===== config.mk =====
export PLATFORM = sky130hd
export DESIGN_NAME = parity_adder
export DESIGN_NICKNAME = d
export VERILOG_FILES = /design/src/rtl/padd_pkg.sv /design/src/rtl/padd_fa_cell.sv /design/src/rtl/padd_ripple.sv /design/src/rtl/padd_carry_dup.sv /design/src/rtl/padd_parity_pred.sv /design/src/rtl/parity_adder.sv
export SDC_FILE = /design/constraint.sdc
export NUM_CORES = 1
export LEC_CHECK = 0
export BUFFER_PORTS_ARGS = -buffer_cell sky130_fd_sc_hd__buf_2
export CAP_MARGIN = 30
export CORE_AREA = 4 4 41 43
export DETAILED_ROUTE_END_ITERATION = 7
export DIE_AREA = 0 0 45 47
export PLACE_DENSITY = 0.45
export SLEW_MARGIN = 20
export SYNTH_ARGS = -nofsm -noshare
export SYNTH_HDL_FRONTEND = slang
export SYNTH_SLANG_ARGS = --single-unit

===== constraint.sdc =====
create_clock -name vclk -period 10.8
set_input_delay 2.16 -clock vclk [all_inputs]
set_output_delay 2.16 -clock vclk [all_outputs]
set_load 0.02 [all_outputs]

===== src/rtl/padd_pkg.sv =====
package padd_pkg;

  localparam int unsigned PADD_DEF_WIDTH = 4;

  // Majority of three: the carry produced by one binary digit position.
  function automatic logic maj3(input logic x, input logic y, input logic z);
    return (x & y) | (x & z) | (y & z);
  endfunction

endpackage


===== src/rtl/padd_fa_cell.sv =====
module padd_fa_cell
  import padd_pkg::*;
(
  input  logic a,
  input  logic b,
  input  logic ci,
  output logic s,
  output logic co
);

  logic half;

  assign half = a ^ b;
  assign s    = half ^ ci;
  assign co   = maj3(a, b, ci);

endmodule


===== src/rtl/padd_ripple.sv =====
module padd_ripple #(
  parameter int unsigned WIDTH = 4,
  localparam int unsigned SELW = (WIDTH > 1) ? $clog2(WIDTH) : 1
) (
  input  logic [WIDTH-1:0] a,
  input  logic [WIDTH-1:0] b,
  input  logic             cin,
  input  logic             inj_en,
  input  logic [SELW-1:0]  inj_sel,
  input  logic             inj_val,
  output logic [WIDTH-1:0] sum,
  output logic [WIDTH:0]   carries
);

  logic [WIDTH:1] craw;

  assign carries[0] = cin;

  for (genvar i = 0; i < WIDTH; i++) begin : g_stage
    if (i > 0) begin : g_tap
      // Debug override of the carry entering position i.
      assign carries[i] = (inj_en && (inj_sel == SELW'(i))) ? inj_val : craw[i];
    end
    padd_fa_cell u_cell (
      .a  (a[i]),
      .b  (b[i]),
      .ci (carries[i]),
      .s  (sum[i]),
      .co (craw[i+1])
    );
  end

  assign carries[WIDTH] = craw[WIDTH];

  always_comb begin
    if (!inj_en) begin
      AST_SUM_ARITH: assert ({carries[WIDTH], sum} ==
                             ((WIDTH+1)'(a) + (WIDTH+1)'(b) + (WIDTH+1)'(cin)))
        else $error("ripple result disagrees with binary addition");
    end
  end

endmodule


===== src/rtl/padd_carry_dup.sv =====
module padd_carry_dup
  import padd_pkg::*;
#(
  parameter int unsigned WIDTH = 4
) (
  input  logic [WIDTH-1:0] a,
  input  logic [WIDTH-1:0] b,
  input  logic             cin,
  output logic [WIDTH-1:0] carries
);

  // Carry-only replica: no sum logic and no override, so its carries are
  // electrically separate from the chain that feeds the sum.
  assign carries[0] = cin;

  for (genvar i = 0; i < WIDTH - 1; i++) begin : g_cy
    assign carries[i+1] = maj3(a[i], b[i], carries[i]);
  end

endmodule


===== src/rtl/padd_parity_pred.sv =====
module padd_parity_pred #(
  parameter int unsigned WIDTH = 4
) (
  input  logic             pa,
  input  logic             pb,
  input  logic [WIDTH-1:0] cy,
  output logic             pred
);

  // Each sum bit is a^b^c, so the XOR over all positions folds to
  // parity(a) ^ parity(b) ^ parity(incoming carries).
  assign pred = pa ^ pb ^ (^cy);

endmodule


===== src/rtl/parity_adder.sv =====
module parity_adder
  import padd_pkg::*;
#(
  parameter int unsigned WIDTH         = PADD_DEF_WIDTH,
  parameter bit          USE_DUP_CARRY = 1'b1,
  localparam int unsigned SELW = (WIDTH > 1) ? $clog2(WIDTH) : 1
) (
  input  logic [WIDTH-1:0] opa,
  input  logic             opa_par,
  input  logic [WIDTH-1:0] opb,
  input  logic             opb_par,
  input  logic             carry_in,
  input  logic             flt_en,
  input  logic [SELW-1:0]  flt_sel,
  input  logic             flt_val,
  output logic [WIDTH-1:0] sum,
  output logic             sum_par,
  output logic             carry_out
);

  logic [WIDTH:0]   main_c;
  logic [WIDTH-1:0] pred_c;
  logic             par_ok;

  padd_ripple #(.WIDTH(WIDTH)) u_main (
    .a       (opa),
    .b       (opb),
    .cin     (carry_in),
    .inj_en  (flt_en),
    .inj_sel (flt_sel),
    .inj_val (flt_val),
    .sum     (sum),
    .carries (main_c)
  );

  assign carry_out = main_c[WIDTH];

  if (USE_DUP_CARRY) begin : g_dup
    logic [WIDTH-1:0] dup_c;

    padd_carry_dup #(.WIDTH(WIDTH)) u_dup (
      .a       (opa),
      .b       (opb),
      .cin     (carry_in),
      .carries (dup_c)
    );
    assign pred_c = dup_c;

    always_comb begin
      if (!flt_en) begin
        AST_CARRY_MATCH: assert (dup_c == main_c[WIDTH-1:0])
          else $error("redundant carries diverge from main chain");
      end
      if (flt_en && (flt_sel == SELW'(WIDTH-1)) && (flt_val != dup_c[WIDTH-1]) && par_ok) begin
        AST_DETECT_LAST: assert (sum_par != (^sum))
          else $error("forced top carry went undetected");
      end
    end
  end else begin : g_red
    assign pred_c = main_c[WIDTH-1:0];

    always_comb begin
      if (par_ok) begin
        AST_REDUCED_HIDES: assert (sum_par == (^sum))
          else $error("reduced variant parity inconsistent");
      end
    end
  end

  padd_parity_pred #(.WIDTH(WIDTH)) u_pred (
    .pa   (opa_par),
    .pb   (opb_par),
    .cy   (pred_c),
    .pred (sum_par)
  );

  assign par_ok = (opa_par == (^opa)) && (opb_par == (^opb));

  always_comb begin
    if (!flt_en && par_ok) begin
      AST_PARITY_CONSISTENT: assert (sum_par == (^sum))
        else $error("predicted parity does not match sum");
    end
  end

endmodule


Word level (Yosys, flattened, before mapping):

Cells that the tools add are included.
W data, S select, Z words.

* equal/unequal tests: 3
* multiplexer cells: 3
* bitwise operators: 38
* reduce and logical (&&, ||, !) cells: 4

Operator list (count)
* $and A1 B1 Y1: 16
* $or A1 B1 Y1: 12
* $xor A1 B1 Y1: 10
* $eq A2 B2 Y1 const B: 2
* $reduce_xor A4 Y1: 1
* $logic_and A1 B1 Y1: 3
* $mux W1: 3
* $eq A2 B1 Y1 const B: 1

* register bits: 0
* bits of input ports: 15
* output and inout port bits: 6
* word-level logic and storage cells: 48

Depth between registers and ports, before layout:

* depth after elaboration: 15
* depth in mapped cells: 10
* mapped depth without buffers: 9

Hierarchy:

Synthesis repeated with hierarchy kept, for this count alone.

* cell total of the unflattened synthesis: 20
* area total of the unflattened synthesis: 246.5 um2

By module, submodules not included
* padd_fa_cell: instances 4, cells each 1, area an instance 20.0 um2, seq. area each 0.0 um2
* padd_ripple: instances 1, cells each 8, area an instance 68.8 um2, seq. area each 0.0 um2
* padd_parity_pred: instances 1, cells each 4, area an instance 56.3 um2, seq. area each 0.0 um2
* padd_carry_dup: instances 1, cells each 4, area an instance 41.3 um2, seq. area each 0.0 um2

Worst setup path before layout:

OpenSTA, ideal clock, no wires.

* path type: input port to output port
* from: in opa[0]
* to: out sum[3]
* arrival: 4242 ps
* data required time: 8640 ps
* slack: 4398 ps
* stages on the path: 10
* path buffers: 1
* path through: inv_1 -> fa_1 -> a21oi_1 -> fa_1 -> mux2_2 -> fa_1 -> mux2i_1 -> fa_1 -> inv_1 -> buf_4

* word-level cells in the longest chain between the ends: 13
* elaborated cells between the ends (all ways): 16
* classes of those cells: mux: 3; bitwise: 13

Ends and longest elaborated chain
* from (decl): RTL line parity_adder.sv:8 `input logic [WIDTH-1:0] opa,`
* $and A1 B1 Y1: RTL line padd_pkg.sv:7 `return (x & y) | (x & z) | (y & z);`
* $or A1 B1 Y1 * (2 in a row): RTL line padd_pkg.sv:7
* $mux W1 *: RTL line padd_ripple.sv:22 `assign carries[i] = (inj_en && (inj_sel == SELW'(i))) ? inj_val : craw[i];`
* $and A1 B1 Y1: RTL line padd_pkg.sv:7
* $or A1 B1 Y1: RTL line padd_pkg.sv:7
* $or A1 B1 Y1 *: RTL line padd_pkg.sv:7
* $mux W1 *: RTL line padd_ripple.sv:22
* $and A1 B1 Y1: RTL line padd_pkg.sv:7
* $or A1 B1 Y1: RTL line padd_pkg.sv:7
* $or A1 B1 Y1 *: RTL line padd_pkg.sv:7
* $mux W1 *: RTL line padd_ripple.sv:22
* $xor A1 B1 Y1 *: RTL line padd_fa_cell.sv:14 `assign s = half ^ ci;`
* to (decl): RTL line parity_adder.sv:16 `output logic [WIDTH-1:0] sum,`

Every way passes the cells marked *; elsewhere a longest branch is shown, timed or not.

Worst setup path after layout:

Same ends and word-level chain as after synthesis.

==> results.yml <==
layout:
  final_area_sq_um: 370
  clkbuf_count: 0
  drive_gt1_share_pct: 43.1
  syn2layout_area_growth_pct: 33.9
  seq_cells: 0
  regArea_sq_um: 0
  final_util_pct: 28.5
  n_antenna_cell: 0
  final_nets: 74
synthesis:
  yosys_warnings: 0
  ys_seq_area_share_pct: 0
  synthCells: 34
  syn-num-nets: 55
  avgSynthCellArea_sq_um: 8.13
  netlist_area_sq_um: 277
  yosysUniqueCellTypes: 14
detailed_routing:
  ant_nets: 0
  met3_length_microns: 86
  drt-total-wl_microns: 469
  wl_met2_microns: 185
  vias_per_cell: 3.58
  first_pass_iters: 2
  avgRoutedWirePerCell_microns: 7.11
  vias: 236
  wl_met1_microns: 198
  routed.top_layer: "met3"
  drc: 0
  drt_iter0_markers: 2
placement:
  place_congestion: 0.600
  io_buffer_count: 21
  detailedPlace.worstSlack_ns: 4.15
  placed_area_sq_um: 370
hold_path:
  holdCritPathClass: "in -> out"
  hp-start: "opb[1]"
  min_to: "sum[1]"
  whs_path_depth: 3
cts:
  post-cts-setup-buffers: 0
  cts_hold_buf: 0
  cts_resized: 0
setup_path:
  cp.buffers_inverters: 4
  path_class: "in -> out"
  worstSetupStartpointType: "input port"
  crit_slowest_cell: "fa_1"
  max_stage_delay_ns: 0.43
  crit_path_frequent_cell: "fa_1"
  worstPathCellList: "buf_2 > inv_1 > fa_1 > a21oi_1 > fa_1 > mux2_2 > fa_1 > mux2i_1 > fa_1 > inv_1 > buf_2"
  critPathRequiredTime_ns: 8.64
  crit_family: "adder cells"
  cp_max_fo: 3
  end_kind: "primary output"
  cp.arrival_ns: 4.46
grt:
  grt_pass1_wl_microns: 779
  grt-ovfl-total: 0
  grt_usage_pct: 4.66
  grt_max_degree: 4
  grt_pass1_vias: 191
  antenna_found_initial: 0
sta:
  setup_slack_ns: 4.18
  hold_viol_final: 0
  period_share_pct: 61.3
  slew_violations: 0
  slew_headroom_pct: 88.9
  fin_hold_ws_ns: 4.74
  min_period_ns: 6.62
  fin_tns_setup_ns: 0
  rsz0062_at_grt: "no"
  timing.fmax_ghz: 0.151
  worst_slew_pin_slew_ns: 0.162
  setup_viol: 0
pwr:
  leakage_uw: 0.000213
  power_density_nw_per_um2: 63.3
  ir_drop_uv: 15.7
floorplanning:
  dieArea_sq_um: 2120
  core-area_sq_um: 1300
  rows: 13
  die_y_microns: 47
  ios: 21
  initial_utilization_pct: 21.2
  chipWidth_microns: 45
flow_run:
  cap_viol_max_count: 0
outcome:
  run_status: "finished, final reports clean"
-- cells by family after synthesis --
| kind of cell | share of synthesized area [%] |
|---|---|
| compound gates | 4.52 |
| xor+xnor | 12.7 |
| fa+ha+maj | 38.0 |
| buf+inv | 21.7 |
| mux | 11.3 |
| simple gates | 11.8 |
-- routing by layer --
metal | up-vias | track usage [%]
li1 | 133 | -
met5 | - | 0
met3 | 0 | 0.766
met2 | 14 | 7.06
met1 | 89 | 7.27
met4 | 0 | 0
-- synth_stat cells --
library cell	count	area [sq um]
a21oi_1	1	5.00
buf_4	4	30.0
fa_1	4	80.1
ha_1	2	25.0
inv_1	8	30.0
mux2_2	1	11.3
mux2i_1	2	20.0
nand2_1	1	3.75
nand3_1	1	5.00
nand3b_1	1	7.51
nor2_1	3	11.3
nor3_1	1	5.00
o21bai_1	1	7.51
xnor2_1	4	35.0
-- worst min-delay path: cells and delay by family --
| family | cells | cell delay, ns |
|---|---|---|
| buf+inv | 2 | 0.26 |
| fa+ha+maj | 1 | 0.15 |
-- cells in the final DEF, fill, tap and decap left out --
cell | netlist | layout
a21oi_1 | 1 | 1
buf_2 | 0 | 21
fa_1 | 4 | 4
ha_1 | 2 | 2
inv_1 | 8 | 8
mux2_2 | 1 | 1
mux2i_1 | 2 | 2
nand2_1 | 1 | 1
nand3_1 | 1 | 1
nand3b_1 | 1 | 1
nor2_1 | 3 | 3
nor3_1 | 1 | 1
o21bai_1 | 1 | 1
xnor2_1 | 4 | 4
-- report_power, final --
| group | switching [uW] | internal (uW) | total, uW |
|---|---|---|---|
| Sequential | 0 | 0 | 0 |
| Clock | 0 | 0 | 0 |
| Combinational | 13.4 | 10.0 | 23.4 |
-- worst max-delay path by stage --
stage / startpoint / endpoint / slack (ns) / depth (start not counted)
after global placement: opa[0] / sum[3] / 4.15 / 11
after detailed placement: opa[0] / sum[3] / 4.15 / 11
after CTS: opa[0] / sum[3] / 4.15 / 11
final: opa[0] / sum[3] / 4.18 / 11
after floorplan: opa[0] / sum[3] / 4.40 / 10
after global routing: opa[0] / sum[3] / 3.99 / 11
-- cell type report --
type / instances / area [sq um]
inverter: 8 / 30.0
timing repair buffer: 21 / 105
fill: 152 / 931
tap: 15 / 18.8
multi-input combinational: 22 / 216
-- through the flow --
| step | total power (uW) | instances |
|---|---|---|
| 6_report | 23.4 | 66 |
| 3_5_place_dp | 24.0 | 66 |
| 5_1_grt | 26.7 | 66 |
| 3_3_place_gp | 24.0 | 66 |
| 4_1_cts | 24.1 | 66 |
| 2_1_floorplan | 19.1 | 34 |
Note: power is estimated with default switching activity, not from simulation.
